### config.mk
export PLATFORM = sky130hd
export DESIGN_NAME = refresh_sched
export DESIGN_NICKNAME = d
export VERILOG_FILES = /design/src/rtl/refsched_pkg.sv /design/src/rtl/refsched_tick.sv /design/src/rtl/refsched_debt.sv /design/src/rtl/refsched_busy.sv /design/src/rtl/refsched_bank.sv /design/src/rtl/refresh_sched.sv
export SDC_FILE = /design/constraint.sdc
export NUM_CORES = 1
export LEC_CHECK = 0
export ABC_AREA = 1
export BUFFER_PORTS_ARGS = -buffer_cell sky130_fd_sc_hd__buf_2
export CAP_MARGIN = 20
export CORE_MARGIN = 3
export CORE_UTILIZATION = 36
export CTS_BUF_LIST = sky130_fd_sc_hd__clkbuf_8
export DETAILED_ROUTE_END_ITERATION = 6
export PLACE_DENSITY = 0.48
export SETUP_SLACK_MARGIN = 0.3
export SKIP_CTS_REPAIR_TIMING = 1
export SYNTH_ARGS = -nofsm -noshare
export SYNTH_HDL_FRONTEND = slang
export SYNTH_SLANG_ARGS = --single-unit
### constraint.sdc
create_clock -name clk -period 3.2 [get_ports clk]
set_input_delay 0.64 -clock clk [delete_from_list [all_inputs] [get_ports clk]]
set_output_delay 0.64 -clock clk [all_outputs]
set_load 0.005 [all_outputs]
### src/rtl/refsched_pkg.sv
package refsched_pkg;

   typedef enum logic {
      RS_MODE_ALL  = 1'b0,
      RS_MODE_BANK = 1'b1
   } rs_mode_e;

   function automatic int unsigned rs_width(input int unsigned maxval);
      return (maxval < 2) ? 1 : $clog2(maxval + 1);
   endfunction

endpackage

### src/rtl/refsched_tick.sv
module refsched_tick
   import refsched_pkg::*;
#(
   parameter int unsigned ALL_CYC   = 1560,
   parameter int unsigned NUM_BANKS = 8
) (
   input  logic     clk,
   input  logic     rst_n,
   input  rs_mode_e mode,
   output logic     tick
);
   localparam int unsigned PB_CYC = ALL_CYC / NUM_BANKS;
   localparam int unsigned CW     = rs_width(ALL_CYC);

   logic [CW-1:0] cnt;
   logic [CW-1:0] limit;

   always_comb begin
      limit = (mode == RS_MODE_BANK) ? CW'(PB_CYC - 1) : CW'(ALL_CYC - 1);
      tick  = (cnt >= limit);
   end

   always_ff @(posedge clk or negedge rst_n) begin
      if (!rst_n)    cnt <= '0;
      else if (tick) cnt <= '0;
      else           cnt <= cnt + 1'b1;
   end

   // even the short interval spans at least two cycles
   assert_tick_spacing_R3: assert property (@(posedge clk) disable iff (!rst_n)
      tick |=> !tick);

endmodule

### src/rtl/refsched_debt.sv
module refsched_debt #(
   parameter int unsigned MAX_DEBT = 8,
   parameter int unsigned DW       = 4
) (
   input  logic          clk,
   input  logic          rst_n,
   input  logic          tick,
   input  logic          take,
   output logic [DW-1:0] debt,
   output logic          pending,
   output logic          full
);
   always_comb begin
      pending = (debt != '0);
      full    = (debt == DW'(MAX_DEBT));
   end

   always_ff @(posedge clk or negedge rst_n) begin
      if (!rst_n) begin
         debt <= '0;
      end else begin
         unique case ({tick, take})
            2'b10:   if (!full) debt <= debt + 1'b1;
            2'b01:   debt <= debt - 1'b1;
            default: ;
         endcase
      end
   end

   assert_debt_cap_R7: assert property (@(posedge clk) disable iff (!rst_n)
      debt <= DW'(MAX_DEBT));

   assert_tick_take_R10: assert property (@(posedge clk) disable iff (!rst_n)
      (tick && take) |=> $stable(debt));

   assert_take_needs_debt_R8: assert property (@(posedge clk) disable iff (!rst_n)
      take |-> pending);

endmodule

### src/rtl/refsched_busy.sv
module refsched_busy
   import refsched_pkg::*;
#(
   parameter int unsigned TRFC_AB_CYC = 52,
   parameter int unsigned TRFC_PB_CYC = 24
) (
   input  logic     clk,
   input  logic     rst_n,
   input  logic     start,
   input  rs_mode_e mode,
   output logic     busy
);
   localparam int unsigned TMAX = (TRFC_AB_CYC > TRFC_PB_CYC) ? TRFC_AB_CYC : TRFC_PB_CYC;
   localparam int unsigned TW   = rs_width(TMAX);

   logic [TW-1:0] timer;
   logic [TW-1:0] load_val;

   always_comb begin
      load_val = (mode == RS_MODE_BANK) ? TW'(TRFC_PB_CYC) : TW'(TRFC_AB_CYC);
      busy     = (timer != '0);
   end

   always_ff @(posedge clk or negedge rst_n) begin
      if (!rst_n)     timer <= '0;
      else if (start) timer <= load_val;
      else if (busy)  timer <= timer - 1'b1;
   end

   assert_start_busy_R5: assert property (@(posedge clk) disable iff (!rst_n)
      start |=> busy);

   assert_no_restart_R5: assert property (@(posedge clk) disable iff (!rst_n)
      busy |-> !start);

endmodule

### src/rtl/refsched_bank.sv
module refsched_bank #(
   parameter int unsigned NUM_BANKS = 8,
   parameter int unsigned BW        = 3
) (
   input  logic          clk,
   input  logic          rst_n,
   input  logic          adv,
   output logic [BW-1:0] bank
);
   localparam bit POW2 = ((NUM_BANKS & (NUM_BANKS - 1)) == 0);

   logic [BW-1:0] nxt;

   generate
      if (POW2) begin : g_wrap_free
         always_comb nxt = bank + 1'b1;
      end else begin : g_wrap_cmp
         always_comb nxt = (bank == BW'(NUM_BANKS - 1)) ? '0 : bank + 1'b1;
      end
   endgenerate

   always_ff @(posedge clk or negedge rst_n) begin
      if (!rst_n)   bank <= '0;
      else if (adv) bank <= nxt;
   end

   assert_bank_range_R4: assert property (@(posedge clk) disable iff (!rst_n)
      bank <= BW'(NUM_BANKS - 1));

   assert_bank_hold_R4: assert property (@(posedge clk) disable iff (!rst_n)
      !adv |=> $stable(bank));

endmodule

### src/rtl/refresh_sched.sv
module refresh_sched
   import refsched_pkg::*;
#(
   parameter int unsigned NUM_BANKS   = 8,
   parameter int unsigned ALL_CYC     = 1560,
   parameter int unsigned TRFC_AB_CYC = 52,
   parameter int unsigned TRFC_PB_CYC = 24,
   parameter int unsigned MAX_DEBT    = 8,
   localparam int unsigned BW = $clog2(NUM_BANKS),
   localparam int unsigned DW = rs_width(MAX_DEBT)
) (
   input  logic          clk,
   input  logic          rst_n,
   input  logic          mode_per_bank,
   input  logic          ctrl_busy,
   input  logic          ref_grant,
   output logic          ref_req,
   output logic          ref_urgent,
   output logic          ref_all_banks,
   output logic [BW-1:0] ref_bank,
   output logic          rfc_busy
);
   initial begin
      assert (NUM_BANKS >= 2) else $error("NUM_BANKS must be at least 2");
      assert (ALL_CYC % NUM_BANKS == 0) else $error("ALL_CYC must divide by NUM_BANKS");
      assert (ALL_CYC / NUM_BANKS >= 2) else $error("per-bank interval too short");
      assert (TRFC_PB_CYC >= 1 && TRFC_AB_CYC >= TRFC_PB_CYC) else $error("bad cycle times");
      assert (MAX_DEBT >= 1) else $error("MAX_DEBT must be at least 1");
   end

   rs_mode_e      mode;
   logic          tick;
   logic          take;
   logic          pending;
   logic          full;
   logic [DW-1:0] debt;

   always_comb begin
      mode          = mode_per_bank ? RS_MODE_BANK : RS_MODE_ALL;
      ref_urgent    = full;
      ref_req       = pending && !rfc_busy && (!ctrl_busy || full);
      take          = ref_grant && ref_req;
      ref_all_banks = (mode == RS_MODE_ALL);
   end

   refsched_tick #(.ALL_CYC(ALL_CYC), .NUM_BANKS(NUM_BANKS)) u_tick (
      .clk(clk), .rst_n(rst_n), .mode(mode), .tick(tick)
   );

   refsched_debt #(.MAX_DEBT(MAX_DEBT), .DW(DW)) u_debt (
      .clk(clk), .rst_n(rst_n), .tick(tick), .take(take),
      .debt(debt), .pending(pending), .full(full)
   );

   refsched_busy #(.TRFC_AB_CYC(TRFC_AB_CYC), .TRFC_PB_CYC(TRFC_PB_CYC)) u_busy (
      .clk(clk), .rst_n(rst_n), .start(take), .mode(mode), .busy(rfc_busy)
   );

   refsched_bank #(.NUM_BANKS(NUM_BANKS), .BW(BW)) u_bank (
      .clk(clk), .rst_n(rst_n), .adv(take && (mode == RS_MODE_BANK)), .bank(ref_bank)
   );

   assert_stray_grant_R9: assert property (@(posedge clk) disable iff (!rst_n)
      (ref_grant && !ref_req && !rfc_busy) |=> !rfc_busy);

   assert_grant_busy_R5: assert property (@(posedge clk) disable iff (!rst_n)
      (ref_grant && ref_req) |=> (rfc_busy && !ref_req));

   assert_allbank_hold_R4: assert property (@(posedge clk) disable iff (!rst_n)
      (!mode_per_bank && ref_grant) |=> $stable(ref_bank));

endmodule

# Word level (Yosys, flattened, before mapping)

Index checks and enable logic that the tools add are counted.

Logic and storage cells: 35
Bits in registers: 24
Input port bits: 5
Output and inout port bits: 7

Eq/ne operators: 4
$add $sub $neg: 5
Magnitude comparators: 1
Mux-type cells: 8
Reduce and logical (&&, ||, !) cells: 12
Bitwise logic cells: 1

Operator list:

| cell                                                 | count |
|---|---|
| two-way mux 11 bit                                   | 2 |
| two-way mux 6 bit                                    | 3 |
| adder 11 x 1 -> 11 bit (second input constant)       | 1 |
| >= comparator 11 bit                                 | 1 |
| one-hot mux 4 bit (2 select lines)                   | 1 |
| nonzero test 6 bit                                   | 1 |
| subtractor 6 x 1 -> 6 bit (second input constant)    | 1 |
| adder 4 x 1 -> 4 bit (second input constant)         | 1 |
| equality test 4 bit (second input constant)          | 1 |
| logical AND 1 bit                                    | 4 |
| two-way mux 4 bit                                    | 1 |
| nonzero test 2 bit                                   | 2 |
| nonzero test 4 bit                                   | 1 |
| subtractor 4 x 1 -> 4 bit (second input constant)    | 1 |
| adder 3 x 1 -> 3 bit (second input constant)         | 1 |
| equality test 2 x 1 -> 1 bit (second input constant) | 1 |
| equality test 2 bit (second input constant)          | 1 |
| zero test 1 bit                                      | 2 |
| != test 2 bit (second input constant)                | 1 |
| AND reduction 2 bit                                  | 1 |
| logical OR 1 bit                                     | 1 |
| two-way mux 1 bit                                    | 1 |
| NOT 1 bit                                            | 1 |

# Longest topological paths before layout

Gate-level depths: netlist of run 1.

Depth in word-level cells: 8
Depth in mapped cells: 19

# By module

From an unflattened synthesis of run 1, not the netlist that was laid out.

Cell total of the unflattened synthesis: 205
Area, all modules: 1654.1 um^2

By module, submodules not included:

| module        | times used | cells each | sequential area each (um^2) | area an instance (um^2) |
|---|---|---|---|---|
| refsched_tick | 1          | 90         | 275.3                       | 780.7 |
| refsched_busy | 1          | 46         | 150.1                       | 374.1 |
| refsched_debt | 1          | 46         | 100.1                       | 314.1 |
| refsched_bank | 1          | 14         | 75.1                        | 132.6 |
| refresh_sched | 1          | 9          | 0.0                         | 52.6 |

# Least setup slack after synthesis of run 1

No wires, ideal clock.

Kind: input port to flip-flop
Start point: input port mode_per_bank
End point: register u_debt.debt[3]
Setup time: 0.113 ns
Setup slack: 0.593 ns
Stages: 18
Data arrival time: 2.495 ns
Path through: inv_1 ha_1 inv_1 nor2_1 nand2_1 nor2_1 nand2_2 nand3_4 inv_1 ha_1 nand2_1 nand2_1 a31oi_1 inv_1 nand2_1 nand3_1 nand2_1 inv_1

Word-level cells in the longest chain between the ends: 6

Ends and longest elaborated chain:

| item                                                                       | RTL line            | source |
|---|---|---|
| from (decl)                                                                | refresh_sched.sv:14 | `input logic mode_per_bank,` |
| two-way mux 1 bit *                                                        | refresh_sched.sv:39 | `mode = mode_per_bank ? RS_MODE_BANK : RS_MODE_ALL;` |
| two-way mux 11 bit *                                                       | refsched_tick.sv:19 | `limit = (mode == RS_MODE_BANK) ? CW'(PB_CYC - 1) : CW'(ALL_CYC - 1);` |
| >= comparator 11 bit *                                                     | refsched_tick.sv:20 | `tick = (cnt >= limit);` |
| equality test 2 bit / equality test 2 x 1 -> 1 bit (equally long branches) | refsched_debt.sv:22 | `unique case ({tick, take})` |
| != test 2 bit (no line) / nonzero test 2 bit (equally long branches)       | n/a                 |  |
| AND reduction 2 bit (no line)                                              | n/a                 |  |
| to (signal assigned)                                                       | refsched_debt.sv:23 | `2'b10: if (!full) debt <= debt + 1'b1;` |
| to (signal assigned)                                                       | refsched_debt.sv:24 | `2'b01: debt <= debt - 1'b1;` |
| to (decl)                                                                  | refsched_debt.sv:9  | `output logic [DW-1:0] debt,` |

Every way passes the cells marked *; elsewhere a longest branch is shown, timed or not.
A chain may end at the register's enable or synchronous reset.

# Final worst setup path of run 1

Same ends and word-level chain as after synthesis.

==> flow_summary_export.csv, run 1 <==
group,metric,value,unit
outcome,status,"completed",
synth,ys_seq_area_frac,0.3670,
route,firstDrtPassIters,4,
timing,finalSetupTns,0,ns
setup_path,critPathMaxFanout,7,
placement,place.gp.congestion,0.7995,
power_and_ir_drop,p_per_area,850.0,mW/mm^2
global_routing,grtUsageTotal,0.1281,
floorplan,die-area,0.005391,sq mm
setup_path,crit_chain,"clkbuf_4, inv_1, ha_4, inv_1, nor2_1, nand2_1, nor2_1, nand2_2, nand3_4, inv_1, ha_1, nand2_1, nand2_1, a31oi_2, inv_1, nand2_1, nand3_1, nand2_1, inv_1",
clocking,cts-root-buf,"clkbuf_8",
placement,dpl.hpwl,2437,um
route,routedWlPerCell,12.10,um
synth,synth_nets,213,
synth,ys_warn_count,0,
synth,synthCells,194,
clocking,clk_pin_slew_worst_paths,0.09,ns
route,routed_wl,3121,um
global_routing,grt_pass1_vias,1192,
setup_path,rrSetupSlack,0.70,ns
timing,hold_violations,0,
floorplan,core-area,0.004202,sq mm
timing,slew_viol_final,0,
timing,setup_violations,0,
power_and_ir_drop,p_seq_frac,0.362,
synth,synth_area,0.001637,sq mm
setup_path,critPathBufInv,6,
hold_path,hp-class,"input port to asynchronous set/reset pin",
floorplan,start_util,0.3895,
power_and_ir_drop,power_frac_comb,0.465,
final_layout,final_nets,228,
power_and_ir_drop,clock_power_share,0.173,
power_and_ir_drop,power.switching,0.6614,mW
timing,worst_pin_slew,0.5441,ns
clocking,clk_path_buf_depth,2,
run,cap_violations,0,
clocking,cts_tree,"done",
synth,yosysTopAreaCell,"dfrtp_1",
final_layout,fillers,418,
placement,io_buffers,11,
route,drt_iter0_drc,73,
global_routing,antenna_found_initial,0,
synth,synthFlopType,"dfrtp_1",
setup_path,critPathLaunchType,"input port",
clocking,htreeDepth,1,
floorplan,ios,12,
clocking,cts_sinks,24,
synth,synth_cell_types,32,
final_layout,layout-drive-gt1-share,0.2260,
synth,synthTopCellsByArea,"dfrtp_1, ha_1, nand2_1, inv_1, nor2_1",
setup_path,path_class,"input port to register",
synth,ys_top_cells_by_count,"nand2_1, inv_1, dfrtp_1",
power_and_ir_drop,ir_worst_vdd,0.3466,mV
floorplan,dieHeight,73.43,um
synth,async_reset_ff_frac,1.000,
setup_path,path_depth,19,
timing,slew_headroom,0.6373,
setup_path,cpLargestDelayFamily,"simple AND/OR/NAND/NOR gates",
setup_path,crit_path_top_delay_cell,"ha_1",
timing,min_period,2.668,ns
timing,rsz0062_at_grt,"false",
route,drcViolationCount,0,
final_layout,diodes,0,
timing,fmax,374.8,MHz
global_routing,grt_pass1_wl,5416,um
synth,ys_ff_latch,24,
route,vias_per_cell,4.775,
power_and_ir_drop,power.internal,0.9040,mW
final_layout,fin_area,0.001842,sq mm
placement,postPlaceCellArea,0.001749,sq mm
route,drtAntennaViolNets,0,
global_routing,overflow,0,
setup_path,endpoint_kind,"register",
synth,synth.most_common_cell,"nand2_1",
floorplan,fp.dieW,73.43,um
clocking,cts_buffers,3,
setup_path,slowest_delay,0.32,ns
setup_path,reg2regPathDepth,17,
clocking,clock_latency,0.27,ns
setup_path,required,3.37,ns
route,vias,1232,
power_and_ir_drop,p_leak,0.9816,nW
final_layout,area_growth,12.54,%
floorplan,num_rows,23,
synth,avgSynthCellArea,8.436,sq um
timing,fin_skew,0.003487,ns
power_and_ir_drop,netSwitchingFraction,0.4225,
global_routing,grt_max_degree,25,
timing,finalCritPeriodShare,0.8337,
synth,synth_top_area_frac,0.3670,
synth,synth_edf_count,0,
setup_path,arrival,2.84,ns
-- flip-flops by register name (all words and copies together) (netlist names) --
name and flops:
u_busy.timer 6, u_bank.bank 3, u_tick.cnt 11, u_debt.debt 4
-- cells by family (layout without fill, tap and decap cells) --
logic type	after synthesis	in the layout	synth area share
fa+ha+maj	14	14	0.1116
compound gates	19	19	0.06652
simple gates	93	93	0.3112
xor+xnor	9	9	0.05276
flops	24	24	0.3670
buf+inv	34	48	0.08180
mux	1	1	0.009172
-- placed cells by master, fill, tap and decap left out, types with 2 or more instances in the layout --
cell and count:
nor3_1 4, inv_2 4, nand3_1 6, nand2_4 4, nand3_4 2, nor3_2 3, xnor2_1 5, nand2_2 3
nor2_2 4, xor2_1 3, buf_2 10, a21oi_1 5, clkbuf_8 3, dfrtp_1 24, nor2_1 21, inv_1 28
o21ai_1 2, nand2_1 40, nor3b_2 3, o21ai_0 5, a31oi_1 2, ha_1 12
-- metal layers --
metal | GRT usage | share of wire | vias to the layer above
met5 | 0 | 0 | -
met4 | 0.02414 | 0.0061 | 0
met1 | 0.1676 | 0.49 | 575
li1 | - | - | 641
met2 | 0.2175 | 0.47 | 14
met3 | 0.02873 | 0.033 | 2
-- worst register-to-register path: cells and delay by family (launching register included) --
family / cells / cell delay [ns]
and+or+nand+nor: 11 / 1.01
adders and majority gates: 2 / 0.61
DFF: 1 / 0.43
buffers and inverters: 3 / 0.18
AOI/OAI and AO/OA: 1 / 0.18
-- cell type report --
cell class              count  area [sq um]  area share
repair buffers             11         57.56     0.03125
multi-input cells         136         920.9      0.5000
well taps                  50         62.56     0.03397
clock inverters             1         30.03     0.01630
clock buffers               3         41.29     0.02242
flip-flops and latches     24         600.6      0.3261
inverters                  33         128.9     0.06997
-- power groups by stage --
stage / clock network (mW) / logic, mW / registers, mW
6_report: 0.271 / 0.728 / 0.567
5_1_grt: 0.293 / 0.854 / 0.588
4_1_cts: 0.279 / 0.729 / 0.565
3_5_place_dp: 0 / 0.724 / 0.569
3_3_place_gp: 0 / 0.701 / 0.569
2_1_floorplan: 0 / 0.597 / 0.534
-- per-stage QoR --
step / power, mW / utilization / cells / hold slack [ns] / setup slack (ns)
2_1_floorplan: 1.132 / - / 194 / 0.3444 / 0.5925
3_3_place_gp: 1.269 / 0.4163 / 254 / 0.4579 / 0.2757
3_5_place_dp: 1.293 / 0.4163 / 254 / 0.4654 / 0.1515
4_1_cts: 1.572 / 0.4333 / 258 / 0.3633 / 0.4289
5_1_grt: 1.735 / 0.4384 / 258 / 0.3655 / 0.2806
6_report: 1.565 / 0.4384 / 258 / 0.3421 / 0.5321
-- path summary, 6_finish.rpt --
| kind | from | to |
|---|---|---|
| setup / recovery | mode_per_bank | u_debt.debt[3] |
| hold / removal | rst_n | u_tick.cnt[7] |
| setup reg to reg | u_tick.cnt[9] | u_debt.debt[3] |
| hold reg to reg | u_bank.bank[2] | u_bank.bank[2] |
| max in group asynchronous | rst_n | u_debt.debt[1] |
| min in group clk | u_bank.bank[2] | u_bank.bank[2] |
No activity file was read; power rests on OpenSTA's default activity.
==> run 2, diff against run 1 <==
Clock period 3.2 ns to 2.7 ns, I/O delays scaled along.
==> run 2 against run 1 <==
  * Cell count grew 2.7%
  * Clock skew about the same
  * Cell area rose by 6.9%
  * Via count up 2.4%
  * Wire length grew 0.35%
  * Hold slack lost 0.099 ns
  * Critical path type is now register to register
  * Highest routed layer unchanged
==> flow_summary_export.csv, run 2 (synthesized netlist as in run 1, its figures left out) <==
group,metric,value,unit
timing,hold_violations,0,
power_and_ir_drop,p_leak,1.001,nW
timing,rsz0062_at_grt,"false",
timing,setup_violations,0,
route,routed_wl,3132,um
final_layout,fin_area,0.001969,sq mm
floorplan,fp.dieW,73.43,um
setup_path,slowest_delay,0.41,ns
global_routing,grt_pass1_vias,1237,
timing,slew_headroom,0.6369,
power_and_ir_drop,ir_worst_vdd,0.4889,mV
final_layout,top_register,"u_tick.cnt",
placement,place.gp.congestion,0.8073,
timing,min_period,2.256,ns
clocking,cts_tree,"done",
setup_path,r2r_start,"u_tick.cnt[10]",
global_routing,antenna_found_initial,0,
final_layout,diodes,0,
clocking,clk_path_buf_depth,2,
global_routing,overflow,0,
setup_path,required,2.87,ns
floorplan,num_rows,23,
timing,fin_skew,0.003652,ns
placement,io_buffers,11,
route,vias_per_cell,4.758,
route,vias,1261,
run,cap_violations,0,
setup_path,cp_common_cell,"nand2_1",
placement,postPlaceCellArea,0.001797,sq mm
power_and_ir_drop,p_per_area,958.7,mW/mm^2
setup_path,crit_chain,"ha_4, nand2_2, nor2_4, nand2_2, nor2_2, nand2_2, nand3_4, inv_4, ha_4, nand2_1, nand2_1, a31oi_2, inv_1, nand2_1, nand3_1, nand2_1, inv_1",
route,drcViolationCount,0,
route,drt_iter0_drc,45,
hold_path,hp-class,"input port to asynchronous set/reset pin",
timing,finalSetupTns,0,ns
final_layout,fillers,417,
floorplan,dieHeight,73.43,um
floorplan,ios,12,
clocking,cts-root-buf,"clkbuf_8",
placement,dpl.hpwl,2435,um
timing,fmax,443.2,MHz
route,routedWlPerCell,11.82,um
floorplan,start_util,0.3895,
final_layout,final_nets,235,
floorplan,die-area,0.005391,sq mm
final_layout,layout_top_registers,"u_tick.cnt: 11 flops, u_busy.timer: 6 flops, u_debt.debt: 4 flops",
setup_path,path_class,"register to register",
clocking,clk_pin_slew_worst_paths,0.09,ns
timing,finalCritPeriodShare,0.8357,
final_layout,postLayoutCoreUtil,0.4687,
setup_path,endpoint_kind,"register",
timing,slew_viol_final,0,
final_layout,final_common_cell,"nand2_1",
clocking,cts_sinks,24,
setup_path,setup.worst_path.start,"u_tick.cnt[10]",
global_routing,grt_pass1_wl,5375,um
global_routing,grtUsageTotal,0.1254,
timing,hold_slack,0.2431,ns
clocking,htreeDepth,1,
final_layout,most-common-layout-cells,"nand2_1, inv_1, dfrtp_1",
final_layout,largest_reg_flops,11,
clocking,clock_latency,0.27,ns
power_and_ir_drop,finalPower,1.888,mW
timing,worst_pin_slew,0.5447,ns
floorplan,core-area,0.004202,sq mm
global_routing,grt_max_degree,25,
clocking,cts_buffers,3,
setup_path,critPathMaxFanout,4,
setup_path,crit_path_top_delay_cell,"dfrtp_1",
final_layout,layout-drive-gt1-share,0.3302,
route,firstDrtPassIters,4,
outcome,status,"completed",
setup_path,critPathLaunchType,"register",
setup_path,arrival,2.42,ns
final_layout,area_growth,20.34,%
route,drtAntennaViolNets,0,
-- run 2: critical path, delay by kind of cell (launching register included) --
kind                       cells  cell delay (ns)
buffers and inverters          3             0.13
and+or+nand+nor               11             0.93
DFF                            1             0.41
adders and majority gates      2             0.50
AOI/OAI and AO/OA              1             0.18
-- run 2: metrics by stage --
stage,worst slack (ns),instances
final,0.4436,265
after global routing,0.2732,265
after CTS,0.3019,261
after detailed placement,0.01425,257
after global placement,0.06638,257
after floorplan,0.3282,194
-- run 2: path summary, 6_finish.rpt --
check / to / slack [ns] / depth (start not counted)
setup / recovery: u_debt.debt[3] / 0.44 / 17
hold / removal: u_tick.cnt[10] / 0.24 / 1
setup reg to reg: u_debt.debt[3] / 0.44 / 17
hold reg to reg: u_bank.bank[2] / 0.47 / 1
max in group asynchronous: u_tick.cnt[4] / 2.06 / 1
min in group clk: u_bank.bank[2] / 0.47 / 1
-- run 2: where the power goes --
part           switching, mW  internal [mW]  total [mW]
combinational          0.528          0.429       0.957
sequential             0.169          0.517       0.686
clock                  0.115          0.130       0.245
total                  0.812           1.08        1.89
-- run 2: layout make-up --
class	count	area, sq um	share of cell area
timing repair buffer	18	113.9	0.05781
multi-input combinational	136	999.7	0.5076
inverter	33	133.9	0.06798
sequential	24	604.3	0.3069
clock buffer	4	55.05	0.02795
tap	50	62.56	0.03177
-- run 2: routing by layer --
layer	global-route usage	vias to the layer above	part of all wire
met3	0.02873	5	0.029
met4	0.03018	0	0.0089
met1	0.1606	591	0.49
met5	0	-	0
met2	0.2135	14	0.48
li1	-	651	-
==> run 3, diff against run 2 <==
Settings changed: PLACE_DENSITY 0.48 to 0.5.
Clock period 2.7 ns to 1.85 ns, I/O delays scaled along.
==> run 3 against run 2 <==
  * The run now ends with negative setup slack left
  * Fmax grew 1.4%
  * Hold slack lost 0.16 ns
  * Clock-buffer cell count fell by 1
  * Via count is 14% higher
  * Sequential share of layout area shrank 5.9 points
  * Core utilization up 11 points
  * Cell count is 15% higher
  * Combinational power is 130% higher
  * Cell area increased by 23%
  * Clock skew up 0.0034 ns
  * Total power rose by 90%
==> flow_summary_export.csv, run 3 (synthesized netlist as in run 1, its figures left out) <==
group,metric,value,unit
outcome,status,"finished, violations left",
outcome,violations,"negative setup slack",
setup_path,path_class,"register to register",
setup_path,cp_common_cell,"nand2_1",
floorplan,die-area,0.005391,sq mm
timing,worst_pin_slew,0.5737,ns
route,firstDrtPassIters,4,
timing,fmax,449.3,MHz
route,vias,1439,
global_routing,grt_util_met2,0.2463,
power_and_ir_drop,finalPower,3.587,mW
timing,slew_headroom,0.6175,
placement,place_ws,-0.6285,ns
global_routing,grt_pass1_wl,5989,um
timing,worst_slack,-0.3755,ns
setup_path,critPathBufInv,4,
setup_path,r2r-end,"u_debt.debt[3]",
timing,setup_violations,3,
route,routedWlPerCell,12.67,um
hold_path,hp-class,"input port to asynchronous set/reset pin",
timing,slew_viol_final,0,
setup_path,cpLargestDelayFamily,"simple AND/OR/NAND/NOR gates",
placement,dp_cells,287,
global_routing,met1_usage,0.1762,
final_layout,layout-drive-gt1-share,0.5039,
setup_path,crit_chain,"ha_4, a21oi_4, inv_1, nor2_1, nand2_1, nor2_2, nand3_4, inv_4, ha_4, nand2_2, nand2_2, a31oi_4, inv_1, nand2_2, nand2_1, nand2_1, nand2_1, inv_1",
run,cap_violations,0,
power_and_ir_drop,power_frac_comb,0.612,
clocking,cts-root-buf,"clkbuf_8",
setup_path,crit_path_top_delay_cell,"dfrtp_1",
setup_path,arrival,2.44,ns
power_and_ir_drop,netSwitchingFraction,0.3958,
route,drtAntennaViolNets,0,
power_and_ir_drop,clock_power_share,0.130,
final_layout,postLayoutCoreUtil,0.5759,
floorplan,core-area,0.004202,sq mm
global_routing,grtUsageMet3,0.02326,
timing,fin_skew,0.007037,ns
setup_path,endpoint_kind,"register",
final_layout,area_growth,47.86,%
setup_path,rrSetupSlack,-0.38,ns
final_layout,most-common-layout-cells,"buf_4, nand2_1, dfrtp_1",
floorplan,start_util,0.3895,
setup_path,slowest_delay,0.42,ns
power_and_ir_drop,power.switching,1.420,mW
power_and_ir_drop,p_seq_frac,0.257,
global_routing,grt_max_degree,25,
final_layout,layout_top_registers,"u_tick.cnt: 11 flops, u_busy.timer: 6 flops, u_debt.debt: 4 flops",
clocking,clk_pin_slew_worst_paths,0.09,ns
route,routed_wl,3853,um
power_and_ir_drop,p_leak,1.231,nW
timing,rsz0062_at_grt,"true",
route,drcViolationCount,0,
final_layout,final_nets,274,
final_layout,largest_reg_flops,11,
setup_path,reg2regPathDepth,18,
power_and_ir_drop,ir_worst_vdd,0.6653,mV
global_routing,antenna_found_initial,0,
power_and_ir_drop,p_per_area,1482,mW/mm^2
clocking,cts_sinks,24,
final_layout,fin_area,0.002420,sq mm
final_layout,final_common_cell,"buf_4",
floorplan,num_rows,23,
global_routing,grt_busiest_layer,"met2",
floorplan,fp.dieW,73.43,um
timing,finalCritPeriodShare,1.203,
clocking,clock_latency,0.27,ns
placement,dpl.hpwl,2698,um
clocking,clk_path_buf_depth,2,
global_routing,grt_pass1_vias,1415,
global_routing,grtUsageTotal,0.1419,
setup_path,required,2.06,ns
global_routing,overflow,0,
clocking,cts_buffers,3,
placement,place.gp.congestion,0.8123,
floorplan,ios,12,
power_and_ir_drop,power.internal,2.167,mW
setup_path,critPathMaxFanout,3,
setup_path,critPathLaunchType,"register",
final_layout,top_register,"u_tick.cnt",
final_layout,diodes,0,
clocking,htreeDepth,1,
placement,io_buffers,11,
setup_path,r2r_start,"u_tick.cnt[10]",
route,drt_iter0_drc,23,
timing,min_period,2.225,ns
clocking,cts_tree,"done",
floorplan,dieHeight,73.43,um
final_layout,instances_no_fill,304,
route,vias_per_cell,4.734,
timing,hold_violations,0,
placement,postPlaceCellArea,0.002029,sq mm
run 3: area by class of cell:
| type | count | area [sq um] |
|---|---|---|
| timing repair buffer | 57 | 446.7 |
| multi-input combinational | 136 | 1105 |
| sequential | 24 | 600.6 |
| clock inverter | 1 | 30.03 |
| inverter | 33 | 133.9 |
| clock buffer | 3 | 41.29 |
| tap | 50 | 62.56 |
| fill | 370 | 1782 |
run 3: metal layers:
layer  wire, um  share of wire
met1       1716           0.45
met2       2046           0.53
met3         55          0.014
met4         34         0.0088
met5          0              0
run 3: worst max-delay path by stage:
| stage | slack (ns) | cells after the start | startpoint | endpoint |
|---|---|---|---|---|
| 2_1_floorplan | -0.34 | 17 | u_tick.cnt[9] | u_debt.debt[3] |
| 3_3_place_gp | -0.54 | 19 | mode_per_bank | u_debt.debt[3] |
| 3_5_place_dp | -0.63 | 19 | mode_per_bank | u_debt.debt[3] |
| 4_1_cts | -0.46 | 17 | u_tick.cnt[10] | u_debt.debt[3] |
| 5_1_grt | -0.54 | 20 | mode_per_bank | u_debt.debt[3] |
| 6_report | -0.38 | 18 | u_tick.cnt[10] | u_debt.debt[3] |
run 3: power by group through the flow:
stage | clock network, mW | registers (mW) | logic [mW]
after floorplan | 0 | 0.935 | 1.07
after global placement | 0 | 0.904 | 1.71
after detailed placement | 0 | 0.906 | 1.75
after CTS | 0.490 | 0.897 | 1.76
after global routing | 0.507 | 0.941 | 2.47
final | 0.468 | 0.923 | 2.20
run 3: through the flow:
stage,TNS [ns],hold WS [ns]
floorplan,-0.5128,0.07441
global placement,-2.034,0.3902
detailed placement,-2.634,0.4024
CTS,-1.087,0.09456
global route,-1.277,0.1095
finish,-0.9125,0.08159
